$ cat config.mk
export PLATFORM = sky130hd
export DESIGN_NAME = pm_access_gate
export DESIGN_NICKNAME = d
export VERILOG_FILES = /design/src/rtl/pmg_pkg.sv /design/src/rtl/pmg_pstate_reg.sv /design/src/rtl/pmg_access_filter.sv /design/src/rtl/pmg_irq_gate.sv /design/src/rtl/pm_access_gate.sv
export SDC_FILE = /design/constraint.sdc
export NUM_CORES = 1
export LEC_CHECK = 0
export BUFFER_PORTS_ARGS = -buffer_cell sky130_fd_sc_hd__buf_2
export CAP_MARGIN = 20
export CELL_PAD_IN_SITES_DETAIL_PLACEMENT = 1
export CELL_PAD_IN_SITES_GLOBAL_PLACEMENT = 2
export CORE_MARGIN = 2
export CORE_UTILIZATION = 10
export CTS_CLUSTER_DIAMETER = 60
export CTS_CLUSTER_SIZE = 16
export DETAILED_ROUTE_END_ITERATION = 16
export PLACE_DENSITY = 0.95
export RECOVER_POWER = 50
export SETUP_SLACK_MARGIN = 0.3
export SLEW_MARGIN = 15
export SYNTH_ARGS = -nofsm -noshare
export SYNTH_HDL_FRONTEND = slang
export SYNTH_SLANG_ARGS = --single-unit
$ cat constraint.sdc
create_clock -name clk -period 2.8 [get_ports clk]
set_input_delay 0.84 -clock clk [delete_from_list [all_inputs] [get_ports clk]]
set_output_delay 0.84 -clock clk [all_outputs]
set_load 0.01 [all_outputs]
$ cat src/rtl/pmg_pkg.sv
// Shared codes for the power state access gate.
// Assumes a two-bit space code and a two-bit power field.
package pmg_pkg;
    typedef enum logic [1:0] {
        SP_CFG = 2'b00,
        SP_MEM = 2'b01,
        SP_IO  = 2'b10,
        SP_RSV = 2'b11
    } space_e;

    localparam logic [1:0] PS_D0 = 2'b00;
    localparam logic [1:0] PS_D3 = 2'b11;

    // True for the two power codes the field holds.
    function automatic logic ps_code_ok(input logic [1:0] code);
        return (code == PS_D0) || (code == PS_D3);
    endfunction
endpackage

$ cat src/rtl/pmg_pstate_reg.sv
// Holds the power field. Loads only the supported codes (D0, D3).
// Assumes wr_en is a single-cycle strobe from the access decode.
module pmg_pstate_reg
    import pmg_pkg::*;
(
    input  logic       clk,
    input  logic       rst_n,
    input  logic       wr_en,
    input  logic [1:0] wr_val,
    output logic [1:0] state,
    output logic       in_d3
);
    logic [1:0] state_q;

    // Register the field; unsupported codes leave it unchanged.
    always_ff @(posedge clk) begin
        if (!rst_n) begin
            state_q <= PS_D0;
        end else if (wr_en && ps_code_ok(wr_val)) begin
            state_q <= wr_val;
        end
    end

    assign state = state_q;
    assign in_d3 = (state_q == PS_D3);

    assert_field_legal_R3: assert property (@(posedge clk) disable iff (!rst_n)
        (state_q == PS_D0) || (state_q == PS_D3));

    assert_bad_code_kept_R3: assert property (@(posedge clk) disable iff (!rst_n)
        (wr_en && !ps_code_ok(wr_val)) |=> $stable(state_q));

    assert_good_code_taken_R2: assert property (@(posedge clk) disable iff (!rst_n)
        (wr_en && ps_code_ok(wr_val)) |=> (state_q == $past(wr_val)));
endmodule

$ cat src/rtl/pmg_access_filter.sv
// Decodes each access by space and either forwards it or master-aborts it
// in the same cycle. Also spots writes to the power field.
// Assumes the request is held for one full cycle.
module pmg_access_filter
    import pmg_pkg::*;
#(
    parameter int ADDR_W  = 12,
    parameter int DATA_W  = 32,
    parameter logic [ADDR_W-1:0] PS_ADDR = 12'h044
) (
    input  logic              clk,
    input  logic              rst_n,
    input  logic              in_d3,
    input  logic              req_valid,
    input  logic [1:0]        req_space,
    input  logic              req_write,
    input  logic [ADDR_W-1:0] req_addr,
    input  logic [DATA_W-1:0] req_wdata,
    output logic              req_mabort,
    output logic              fwd_valid,
    output logic [1:0]        fwd_space,
    output logic              fwd_write,
    output logic [ADDR_W-1:0] fwd_addr,
    output logic [DATA_W-1:0] fwd_wdata,
    output logic              ps_wr_en,
    output logic [1:0]        ps_wr_val
);
    logic is_cfg;
    logic is_data_space;
    logic allowed;

    // Classify the access and decide pass or abort.
    always_comb begin
        is_cfg        = (req_space == SP_CFG);
        is_data_space = (req_space == SP_MEM) || (req_space == SP_IO);
        allowed       = is_cfg || (is_data_space && !in_d3);
        fwd_valid     = req_valid && allowed;
        req_mabort    = req_valid && !allowed;
    end

    // Drive the payload only for a forwarded access.
    always_comb begin
        fwd_space = fwd_valid ? req_space : SP_CFG;
        fwd_write = fwd_valid && req_write;
        fwd_addr  = fwd_valid ? req_addr  : '0;
        fwd_wdata = fwd_valid ? req_wdata : '0;
    end

    // Spot a configuration write to the power field.
    always_comb begin
        ps_wr_en  = req_valid && is_cfg && req_write && (req_addr == PS_ADDR);
        ps_wr_val = req_wdata[1:0];
    end

    assert_d3_only_cfg_R6: assert property (@(posedge clk) disable iff (!rst_n)
        (fwd_valid && in_d3) |-> (fwd_space == SP_CFG));

    assert_rsv_aborts_R7: assert property (@(posedge clk) disable iff (!rst_n)
        (req_valid && req_space == SP_RSV) |-> (req_mabort && !fwd_valid));

    assert_one_outcome_R12: assert property (@(posedge clk) disable iff (!rst_n)
        !(fwd_valid && req_mabort));

    assert_idle_quiet_R12: assert property (@(posedge clk) disable iff (!rst_n)
        !req_valid |-> (!fwd_valid && !req_mabort));
endmodule

$ cat src/rtl/pmg_irq_gate.sv
// Combines pending and enable bits into one request and blocks it in D3.
// Pending bits are never cleared here, so they show again on return to D0.
module pmg_irq_gate #(
    parameter int N_IRQ = 4
) (
    input  logic             clk,
    input  logic             rst_n,
    input  logic             in_d3,
    input  logic [N_IRQ-1:0] pend,
    input  logic [N_IRQ-1:0] en,
    output logic             irq
);
    logic [N_IRQ-1:0] live;

    // Per-source qualification.
    genvar g;
    generate
        for (g = 0; g < N_IRQ; g++) begin : g_src
            assign live[g] = pend[g] & en[g];
        end
    endgenerate

    // Reduce and gate by power state.
    always_comb begin
        irq = (|live) && !in_d3;
    end

    assert_d3_silent_R9: assert property (@(posedge clk) disable iff (!rst_n)
        in_d3 |-> !irq);

    assert_d0_delivers_R8: assert property (@(posedge clk) disable iff (!rst_n)
        (!in_d3 && ((pend & en) != '0)) |-> irq);

    assert_wake_redeliver_R10: assert property (@(posedge clk) disable iff (!rst_n)
        ($fell(in_d3) && ((pend & en) != '0)) |-> irq);
endmodule

$ cat src/rtl/pm_access_gate.sv
// Top of the power state access gate: access filter, power field and
// interrupt gate. Assumes one access per cycle from the bus target.
module pm_access_gate
    import pmg_pkg::*;
#(
    parameter int ADDR_W  = 12,
    parameter int DATA_W  = 32,
    parameter int N_IRQ   = 4,
    parameter logic [ADDR_W-1:0] PS_ADDR = 12'h044
) (
    input  logic              clk,
    input  logic              rst_n,
    input  logic              req_valid,
    input  logic [1:0]        req_space,
    input  logic              req_write,
    input  logic [ADDR_W-1:0] req_addr,
    input  logic [DATA_W-1:0] req_wdata,
    output logic              req_mabort,
    output logic              fwd_valid,
    output logic [1:0]        fwd_space,
    output logic              fwd_write,
    output logic [ADDR_W-1:0] fwd_addr,
    output logic [DATA_W-1:0] fwd_wdata,
    input  logic [N_IRQ-1:0]  irq_pending,
    input  logic [N_IRQ-1:0]  irq_enable,
    output logic              irq_out,
    output logic [1:0]        pstate,
    output logic              port_quiesce
);
    logic       in_d3;
    logic       ps_wr_en;
    logic [1:0] ps_wr_val;

    pmg_access_filter #(
        .ADDR_W (ADDR_W),
        .DATA_W (DATA_W),
        .PS_ADDR(PS_ADDR)
    ) u_filter (
        .clk       (clk),
        .rst_n     (rst_n),
        .in_d3     (in_d3),
        .req_valid (req_valid),
        .req_space (req_space),
        .req_write (req_write),
        .req_addr  (req_addr),
        .req_wdata (req_wdata),
        .req_mabort(req_mabort),
        .fwd_valid (fwd_valid),
        .fwd_space (fwd_space),
        .fwd_write (fwd_write),
        .fwd_addr  (fwd_addr),
        .fwd_wdata (fwd_wdata),
        .ps_wr_en  (ps_wr_en),
        .ps_wr_val (ps_wr_val)
    );

    pmg_pstate_reg u_pstate (
        .clk   (clk),
        .rst_n (rst_n),
        .wr_en (ps_wr_en),
        .wr_val(ps_wr_val),
        .state (pstate),
        .in_d3 (in_d3)
    );

    pmg_irq_gate #(
        .N_IRQ(N_IRQ)
    ) u_irq (
        .clk  (clk),
        .rst_n(rst_n),
        .in_d3(in_d3),
        .pend (irq_pending),
        .en   (irq_enable),
        .irq  (irq_out)
    );

    assign port_quiesce = in_d3;

    assert_quiesce_tracks_R11: assert property (@(posedge clk) disable iff (!rst_n)
        port_quiesce |-> (pstate == PS_D3));
endmodule

==> results of run 1 <==
-- metrics by stage --
step                hold WS [ns]  setup WS, ns
global route               0.514       -0.0583
CTS                        0.477       -0.0117
global placement           0.471      -0.00360
detailed placement         0.471       -0.0504
finish                     0.477       -0.0201
floorplan                  0.491         0.229
-- power by group through the flow --
stage | Sequential (W) | Clock (W) | Combinational [W]
after global placement | 0.0000291 | 0 | 0.000186
after CTS | 0.0000287 | 0.000117 | 0.000254
final | 0.0000288 | 0.000112 | 0.000280
after detailed placement | 0.0000291 | 0 | 0.000190
after global routing | 0.0000287 | 0.000121 | 0.000300
after floorplan | 0.0000291 | 0 | 0.0000999
-- layout make-up --
| cell class | instances | area [sq um] | area share |
|---|---|---|---|
| well taps | 70 | 87.6 | 0.0527 |
| clock buffers | 3 | 41.3 | 0.0248 |
| flip-flops and latches | 2 | 40.0 | 0.0241 |
| inverters | 3 | 23.8 | 0.0143 |
| multi-input cells | 67 | 554 | 0.333 |
| repair buffers | 118 | 916 | 0.551 |
-- Yosys cell counts (all sizes together) --
cell / count
clkbuf: 5
ha: 1
inv: 3
nand2: 5
a21oi: 2
nor2b: 1
nor4b: 1
xor2: 1
mux2i: 2
a22oi: 2
nand3b: 1
nor4: 2
nand4bb: 1
and2: 48
dfxtp: 2
-- layer usage --
metal,GRT usage,vias to the layer above,wire length (um)
li1,-,477,-
met2,0.218,37,2060
met1,0.107,469,1110
met5,0,-,0
met4,0.0218,0,0
met3,0.0237,0,181
-- worst min path at each step --
stage	startpoint	slack, ns	to
floorplan	u_pstate.state[1]$_SDFFE_PN0P_	0.49	u_pstate.state[1]$_SDFFE_PN0P_
global placement	u_pstate.state[1]$_SDFFE_PN0P_	0.47	u_pstate.state[1]$_SDFFE_PN0P_
detailed placement	u_pstate.state[1]$_SDFFE_PN0P_	0.47	u_pstate.state[1]$_SDFFE_PN0P_
CTS	u_pstate.state[1]$_SDFFE_PN0P_	0.48	u_pstate.state[1]$_SDFFE_PN0P_
global route	u_pstate.state[1]$_SDFFE_PN0P_	0.51	u_pstate.state[1]$_SDFFE_PN0P_
finish	u_pstate.state[1]$_SDFFE_PN0P_	0.48	u_pstate.state[1]$_SDFFE_PN0P_
-- repair_timing --
action	in CTS	in global routing
cloned	3	1
hold endpoints to repair	0	0
setup buffers	2	0
hold buffers	0	0
resized for setup	33	22
setup endpoints to repair	49	48
pin swaps	7	0
-- critical path, cell delays in order --
cell and delay [ns]:
buf_8 0.09, inv_8 0.03, ha_4 0.23, a21oi_4 0.15
nor2b_4 0.06, buf_12 0.14, clkbuf_16 0.16, and2_1 0.14
buf_2 0.13
-- kinds of logic after synthesis --
kind of cell    after synthesis  synth area share
buf+inv                       8            0.0595
fa+ha+maj                     1            0.0238
simple gates                 59             0.738
xor+xnor                      1            0.0167
compound gates                4            0.0476
mux                           2            0.0381
flops                         2            0.0762
==> results.py, run 1 <==
metrics = {
    "status": {
        "status": "complete, but fails checks",
        "violations": "setup timing",
    },
    "route": {
        "drc": 0,
        "num_vias": 983,
        "totalWireLength_um": 3350,
        "dr.pass1.iters": 2,
        "wl_per_cell_um": 12.7,
        "avgViaCountPerCell": 3.74,
        "ant_nets": 0,
        "drtIter0Drc": 20,
    },
    "place": {
        "port_buffers": 110,
        "place_congestion": 0.649,
        "place_inst": 254,
        "hpwl_um": 2510,
        "postPlaceCellArea_sq_um": 1250,
    },
    "critical_path": {
        "r2r_setup_slack_ns": 2.21,
        "crit_path_end_kind": "primary output",
        "r2r-start": "u_pstate.state[0]$_SDFFE_PN0P_",
        "crit_end": "fwd_wdata[9]",
        "r2r_cells": 2,
        "critPathArrivalTime_ns": 1.98,
        "startpoint": "req_space[0]",
        "crit_path_max_fanout": 9,
        "required_ns": 1.96,
        "cp-start-kind": "input port",
        "crit_type": "in -> out",
        "r2r-end": "u_pstate.state[0]$_SDFFE_PN0P_",
    },
    "power": {
        "fin_total_pwr_w": 0.000421,
        "power_switching_w": 0.000126,
        "swShare": 0.298,
        "pwr-share-clk": 0.267,
        "ir_drop_uv": 193,
        "pwr-share-comb": 0.664,
        "intPower_w": 0.000295,
        "seqPwrFrac": 0.068,
        "power_density_nw_per_um2": 253,
        "leakagePower_nw": 0.891,
    },
    "sta": {
        "rsz0062_at_grt": "true",
        "clock-skew-final_ns": 0,
        "timing.fmax_mhz": 355,
        "tns_ns": -0.0840,
        "slew_violations": 0,
        "worstMarginPinSlew_ns": 0.606,
        "post-route-period-util": 1.01,
        "slew_headroom": 0.592,
        "fin_crit_ns": 2.82,
        "setup_viol": 10,
        "setup_slack_ns": -0.0201,
        "hold_violations": 0,
    },
    "final_layout": {
        "fin_util": 0.328,
        "final_common_cell": "buf_2",
        "final_cell_mix": "buf_2, and2_4, buf_6",
        "area_growth_pct": 216,
        "largest_reg_flops": 2,
        "final_layout_size_suffix_gt1_frac": 0.824,
        "stdcell_count": 263,
        "fin_area_sq_um": 1660,
        "fillCellCount": 653,
        "n_antenna_cell": 0,
        "nets": 254,
    },
    "clocking": {
        "path_clk_slew_ns": 0.03,
        "max-clock-path-buffers": 2,
        "clockRootBuffer": "clkbuf_8",
        "cts_buffers": 3,
        "clk-insertion-delay-late_ns": 0.21,
        "cts.sink_count": 2,
        "cts_tree": "yes",
        "h-tree-depth": 1,
    },
    "floorplanning": {
        "dieArea_sq_um": 5850,
        "fp.dieW_um": 76.5,
        "rows": 26,
        "core_area_sq_um": 5070,
        "initial_core_util": 0.104,
        "ios": 111,
        "die_h_um": 76.5,
    },
    "grt": {
        "antenna_found_initial": 0,
        "grt_first_pass_wirelength_um": 5110,
        "grt_start_max_net_pins": 20,
        "grt_overflow": 0,
        "grt_pass1_vias": 1024,
        "grt_usage": 0.106,
    },
    "synth": {
        "ys.warnings.count": 0,
        "synthCells": 77,
        "synth_nets": 136,
        "synth_area_leaders": "and2_1, dfxtp_1, nor4_2, mux2i_1, nand2_1",
        "synth_seq_cells": 2,
        "syn_area_per_cell_sq_um": 6.82,
        "syn_area_sq_um": 526,
        "synth.distinct_cells": 17,
        "synth_top_area_cell": "and2_1",
        "yosysTopAreaCellShare": 0.560,
        "ys_seq_area_frac": 0.0762,
    },
    "job": {
        "max_cap_viol_count": 0,
    },
    "min_path": {
        "whs_path_depth": 2,
        "hold_class": "reg -> reg",
    },
}
(Power assumes the default switching activity.)
==> run 2: changes to the inputs <==
--- a/config.mk
+++ b/config.mk
@@ -5,6 +5,7 @@
 export SDC_FILE = /design/constraint.sdc
 export NUM_CORES = 1
 export LEC_CHECK = 0
+export ABC_CLOCK_PERIOD_IN_PS = 2800
 export BUFFER_PORTS_ARGS = -buffer_cell sky130_fd_sc_hd__buf_2
 export CAP_MARGIN = 20
 export CELL_PAD_IN_SITES_DETAIL_PLACEMENT = 1
@@ -14,7 +15,7 @@
 export CTS_CLUSTER_DIAMETER = 60
 export CTS_CLUSTER_SIZE = 16
 export DETAILED_ROUTE_END_ITERATION = 16
-export PLACE_DENSITY = 0.95
+export PLACE_DENSITY_LB_ADDON = 0.3
 export RECOVER_POWER = 50
 export SETUP_SLACK_MARGIN = 0.3
 export SLEW_MARGIN = 15
==> run 2 against run 1 <==
The run still ends with setup timing left. Die area did not move. Register-to-register slack about the same. Fmax rose by 0.50%. Worst setup slack better by 0.014 ns. Critical path depth unchanged. Cell area grew 10%. Combinational power rose by 13%. Sequential share of layout area is 0.22 points lower. Power increased by 8.9%. Flip-flop and latch count did not move. Clock power hardly changed. Highest routed layer unchanged.
==> results.py, run 2 (same netlist as run 1, synthesis figures left out) <==
metrics = {
    "grt": {
        "grt_usage": 0.105,
        "antenna_found_initial": 0,
        "grt_overflow": 0,
        "grt_first_pass_wirelength_um": 5110,
        "grt_start_max_net_pins": 15,
        "grt_pass1_vias": 1115,
    },
    "sta": {
        "rsz0062_at_grt": "true",
        "slew_violations": 0,
        "setup_viol": 2,
        "setup_slack_ns": -0.00620,
        "hold_violations": 0,
        "worstMarginPinSlew_ns": 0.549,
        "post-route-period-util": 1.00,
        "slew_headroom": 0.631,
        "timing.fmax_mhz": 356,
        "clock-skew-final_ns": 0,
        "fin_crit_ns": 2.81,
        "holdWs_ns": 0.484,
    },
    "critical_path": {
        "cp-start-kind": "input port",
        "worstPathCellList": "buf_8 -> inv_8 -> ha_4 -> a21oi_4 -> nor2b_4 -> buf_12 -> clkbuf_16 -> and2_1 -> buf_2",
        "crit_path_end_kind": "primary output",
        "crit_type": "in -> out",
        "required_ns": 1.96,
        "crit_buf_inv": 5,
        "critPathArrivalTime_ns": 1.97,
        "crit_path_max_fanout": 7,
        "cp_slowest_stage_delay_ns": 0.23,
        "cpMaxStageDelayCell": "ha_4",
        "critPathTopFamily": "buffers and inverters",
    },
    "power": {
        "pwr-share-clk": 0.247,
        "leakagePower_nw": 0.949,
        "pwr-share-comb": 0.691,
        "ir_drop_uv": 83.9,
        "seqPwrFrac": 0.063,
        "intPower_w": 0.000325,
        "power_switching_w": 0.000133,
        "power_density_nw_per_um2": 250,
        "swShare": 0.291,
    },
    "clocking": {
        "ctsHoldBuffers": 0,
        "cts_tree": "yes",
        "h-tree-depth": 1,
        "clk-insertion-delay-late_ns": 0.21,
        "cts.sink_count": 2,
        "max-clock-path-buffers": 2,
        "path_clk_slew_ns": 0.03,
        "cts_buffers": 3,
        "clockRootBuffer": "clkbuf_8",
    },
    "final_layout": {
        "fillCellCount": 610,
        "nets": 257,
        "register_area_sq_um": 40.0,
        "fin_area_sq_um": 1830,
        "n_antenna_cell": 0,
        "final_layout_size_suffix_gt1_frac": 0.883,
        "final_common_cell": "buf_2",
        "final_cell_mix": "buf_2, buf_6, and2_4",
        "multi_input_area_sq_um": 579,
        "largest_reg_flops": 2,
        "area_growth_pct": 248,
    },
    "floorplanning": {
        "die_h_um": 76.5,
        "core_area_sq_um": 5070,
        "rows": 26,
        "fp.dieW_um": 76.5,
        "initial_core_util": 0.104,
        "ios": 111,
        "dieArea_sq_um": 5850,
    },
    "route": {
        "totalWireLength_um": 3410,
        "num_vias": 1010,
        "wl_met3_um": 414,
        "routed.top_layer": "met3",
        "avgViaCountPerCell": 3.80,
        "drc": 0,
        "drtIter0Drc": 1,
        "met2_length_um": 1740,
        "drt-met1-wl_um": 1260,
        "wl_per_cell_um": 12.8,
        "ant_nets": 0,
        "dr.pass1.iters": 2,
    },
    "place": {
        "postPlaceCellArea_sq_um": 1260,
        "hpwl_um": 2400,
        "port_buffers": 110,
        "place_congestion": 0.631,
    },
    "min_path": {
        "hold_class": "reg -> reg",
    },
    "status": {
        "violations": "setup timing",
        "status": "complete, but fails checks",
    },
    "job": {
        "max_cap_viol_count": 0,
    },
}
## run 2: cell type report
class,instances,area share
Clock buffer,3,0.0226
Inverter,3,0.0130
Multi-Input combinational cell,67,0.316
Sequential cell,2,0.0219
Tap cell,70,0.0478
Timing Repair Buffer,121,0.578
## run 2: power groups by stage
stage | Sequential, W | Combinational [W] | Clock [W]
final | 0.0000287 | 0.000317 | 0.000113
after detailed placement | 0.0000291 | 0.000192 | 0
after global routing | 0.0000287 | 0.000340 | 0.000120
after floorplan | 0.0000291 | 0.0000999 | 0
after CTS | 0.0000287 | 0.000285 | 0.000116
after global placement | 0.0000291 | 0.000192 | 0
## run 2: worst min-delay path, cell delays in order, from the launching register on
cell     delay (ns)
dfxtp_1        0.31
nand2_1        0.06
mux2i_1        0.05
## run 2: per-layer routing
layer	up-vias	global-route usage
li1	487	-
met1	443	0.116
met2	80	0.202
met3	0	0.0308
met4	0	0.0164
met5	-	0
## run 2: repair_timing
action | 4_1_cts | 5_1_grt
cloned | 3 | 1
pin swaps | 3 | 19
resized for setup | 59 | 27
endpoints found under the setup margin | 48 | 48
setup buffers | 3 | 1
## run 2: path summary, 6_finish.rpt
path | from | to | slack, ns | depth (start not counted)
worst max-delay path | req_space[0] | fwd_wdata[31] | -0.006 | 9
worst min-delay path | u_pstate.state[1]$_SDFFE_PN0P_ | u_pstate.state[1]$_SDFFE_PN0P_ | 0.48 | 2
worst max register to register | u_pstate.state[0]$_SDFFE_PN0P_ | u_pstate.state[0]$_SDFFE_PN0P_ | 2.20 | 2
worst min register to register | u_pstate.state[1]$_SDFFE_PN0P_ | u_pstate.state[1]$_SDFFE_PN0P_ | 0.48 | 2
## run 2: through the flow
| stage | setup slack [ns] | setup TNS, ns | instances | power [W] | utilization |
|---|---|---|---|---|---|
| 3_5_place_dp | -0.0507 | -1.46 | 255 | 0.000221 | 0.248 |
| 3_3_place_gp | -0.0378 | -1.14 | 255 | 0.000221 | 0.248 |
| 5_1_grt | -0.0507 | -0.821 | 266 | 0.000489 | 0.361 |
| 6_report | -0.00620 | -0.0108 | 266 | 0.000458 | 0.361 |
| 4_1_cts | 0.00242 | 0 | 264 | 0.000430 | 0.331 |
| 2_1_floorplan | 0.229 | 0 | 77 | 0.000129 | - |
==> run 3: changes to the inputs <==
--- a/config.mk
+++ b/config.mk
@@ -5,6 +5,7 @@
 export SDC_FILE = /design/constraint.sdc
 export NUM_CORES = 1
 export LEC_CHECK = 0
+export ABC_AREA = 1
 export ABC_CLOCK_PERIOD_IN_PS = 2800
 export BUFFER_PORTS_ARGS = -buffer_cell sky130_fd_sc_hd__buf_2
 export CAP_MARGIN = 20
==> run 3 against run 2 <==
The run now ends clean. Synthesized cell count rose by 83%. Die area rose by 20%. Cell count rose by 27%. Clock-buffer cell count did not move. Register-to-register slack improved by 0.03 ns. Via count rose by 17%. Sequential share of layout area rose by 0.12 points. Critical endpoint is now fwd_wdata[9]. Highest routed layer is now met4.
==> results.py, run 3 <==
metrics = {
    "status": {
        "status": "finished, final reports clean",
    },
    "synth": {
        "synthAdderAreaFrac": 0.0196,
        "synth-async-reset-ratio": 0,
        "synth.distinct_cells": 15,
        "syn_area_sq_um": 638,
        "synth_top_family_by_area": "simple AND/OR/NAND/NOR gates",
        "syn_area_per_cell_sq_um": 4.53,
        "synth_area_leaders": "nor2_1, inv_1, nand2_1, buf_6, dfxtp_1",
        "synthXorXnorAreaFrac": 0,
        "synth_compound_area_frac": 0.0392,
        "synth_common_cells": "nor2_1, inv_1, nand2_1",
        "synth_seq_cells": 2,
        "synth_edf_count": 0,
        "synthFlopType": "dfxtp_1",
        "synth_nets": 200,
        "ys.warnings.count": 0,
        "yosysTopAreaCellShare": 0.353,
        "yosysMostFrequentCell": "nor2_1",
        "ys_seq_area_frac": 0.0627,
        "synthCells": 141,
        "synthMuxAreaShare": 0,
        "synth-simple-area-share": 0.494,
        "synth_top_area_cell": "nor2_1",
    },
    "final_layout": {
        "stdcell_count": 337,
        "register_area_sq_um": 40.0,
        "largest_reg_flops": 2,
        "final_cell_mix": "buf_2, inv_1, nor2_1",
        "fillCellCount": 831,
        "fin_area_sq_um": 1730,
        "multi_input_area_sq_um": 543,
        "area_growth_pct": 172,
        "n_antenna_cell": 0,
        "nets": 321,
        "final_common_cell": "buf_2",
        "final_layout_size_suffix_gt1_frac": 0.608,
    },
    "grt": {
        "grt_overflow": 0,
        "grt_usage": 0.0975,
        "grt_start_max_net_pins": 11,
        "grt_first_pass_wirelength_um": 5550,
        "antenna_found_initial": 0,
        "grt_pass1_vias": 1137,
    },
    "route": {
        "avgViaCountPerCell": 3.52,
        "totalWireLength_um": 3510,
        "routed.top_layer": "met4",
        "met2_length_um": 1860,
        "drt-met1-wl_um": 1420,
        "wl_per_cell_um": 10.4,
        "wl_met3_um": 213,
        "num_vias": 1186,
        "ant_nets": 0,
        "drc": 0,
        "dr.pass1.iters": 4,
        "drtIter0Drc": 13,
    },
    "critical_path": {
        "crit_buf_inv": 5,
        "crit_type": "in -> out",
        "crit_path_max_fanout": 8,
        "cp_slowest_stage_delay_ns": 0.26,
        "critPathTopFamily": "buffers and inverters",
        "worstPathCellList": "buf_8 -> inv_12 -> ha_4 -> a21oi_4 -> nor2_4 -> inv_8 -> buf_12 -> nor2_1 -> clkbuf_1",
        "cpMaxStageDelayCell": "ha_4",
        "crit_path_end_kind": "primary output",
        "required_ns": 1.96,
        "cp-start-kind": "input port",
        "critPathArrivalTime_ns": 1.91,
    },
    "sta": {
        "setup_viol": 0,
        "setup_slack_ns": 0.0480,
        "fin_crit_ns": 2.75,
        "post-route-period-util": 0.983,
        "clock-skew-final_ns": 0,
        "slew_violations": 0,
        "holdWs_ns": 0.506,
        "slew_headroom": 0.874,
        "worstMarginPinSlew_ns": 0.188,
        "hold_violations": 0,
        "rsz0062_at_grt": "true",
        "timing.fmax_mhz": 363,
    },
    "place": {
        "hpwl_um": 2770,
        "port_buffers": 110,
        "place_inst": 326,
        "postPlaceCellArea_sq_um": 1450,
        "dpl_worst_slack_ns": -0.000135,
        "place_congestion": 0.646,
    },
    "min_path": {
        "hold_class": "reg -> reg",
    },
    "clocking": {
        "cts.sink_count": 2,
        "clk-insertion-delay-late_ns": 0.21,
        "cts_tree": "yes",
        "path_clk_slew_ns": 0.03,
        "max-clock-path-buffers": 2,
        "clockRootBuffer": "clkbuf_8",
        "cts_buffers": 3,
        "ctsHoldBuffers": 0,
        "h-tree-depth": 1,
    },
    "floorplanning": {
        "rows": 29,
        "die_h_um": 83.9,
        "dieArea_sq_um": 7040,
        "core_area_sq_um": 6280,
        "fp.dieW_um": 83.9,
        "initial_core_util": 0.102,
        "ios": 111,
    },
    "power": {
        "fin_total_pwr_w": 0.000421,
        "ir_drop_uv": 182,
        "power_density_nw_per_um2": 243,
        "leakagePower_nw": 1.05,
    },
    "job": {
        "max_cap_viol_count": 0,
    },
}
==> run 3: changes by cell type in the layout (fill, tap and decap cells not counted), sizes merged, moves of 2 or more <==
| cell | previous run | this run |
|---|---|---|
| inv | 3 | 52 |
| nor4 | 2 | 0 |
| nor2 | 0 | 61 |
| buf | 119 | 105 |
| mux2i | 2 | 0 |
| a22oi | 2 | 0 |
| nand3 | 0 | 2 |
| and2 | 48 | 0 |
| nand2 | 5 | 14 |
| clkbuf | 5 | 19 |
==> run 3: metal layers <==
| layer | GRT usage | vias up |
|---|---|---|
| met4 | 0.0352 | 0 |
| met3 | 0.0138 | 2 |
| li1 | - | 622 |
| met1 | 0.125 | 512 |
| met5 | 0 | - |
| met2 | 0.166 | 50 |
==> run 3: timing repair <==
| item | 4_1_cts | 5_1_grt |
|---|---|---|
| pin swaps | 1 | 0 |
| setup buffers | 3 | 0 |
| gates resized for setup | 32 | 6 |
| endpoints found under the setup margin | 48 | 49 |
| cloned | 4 | 1 |
==> run 3: area by class of cell <==
type / instances / area share
clock buffers: 3 / 0.0238
repair buffers: 121 / 0.456
flip-flops and latches: 2 / 0.0231
multi-input cells: 82 / 0.313
inverters: 52 / 0.128
well taps: 77 / 0.0556
==> run 3: through the flow <==
step | TNS [ns] | utilization
6_report | 0 | 0.276
3_3_place_gp | 0 | 0.231
2_1_floorplan | 0 | -
5_1_grt | 0 | 0.276
4_1_cts | 0 | 0.278
3_5_place_dp | -0.000135 | 0.231
==> run 3: path summary, 6_finish.rpt <==
path,start,end,slack (ns),depth (start not counted)
max,req_space[1],fwd_wdata[9],0.05,9
min,u_pstate.state[1]$_SDFFE_PN0P_,u_pstate.state[1]$_SDFFE_PN0P_,0.51,2
max reg2reg,u_pstate.state[0]$_SDFFE_PN0P_,u_pstate.state[0]$_SDFFE_PN0P_,2.23,2
min reg2reg,u_pstate.state[1]$_SDFFE_PN0P_,u_pstate.state[1]$_SDFFE_PN0P_,0.51,2
==> run 3: cell families after synthesis <==
group | Yosys count
AO/OA/AOI/OAI | 2
buffers and inverters | 57
AND/OR/NAND/NOR | 79
flip-flops | 2
adder cells (fa/ha/maj) | 1
==> run 3: power by group <==
part,switching (W),internal [W],leakage (nW)
sequential,0.000000000341,0.0000287,0.0161
clock,0.0000246,0.0000911,0.0216
combinational,0.000139,0.000138,1.01
==> run 3: worst reg2reg max path: stages, from the launching register on <==
cell     delay, ns
dfxtp_1       0.31
nor2_1        0.10
nor2_1        0.05
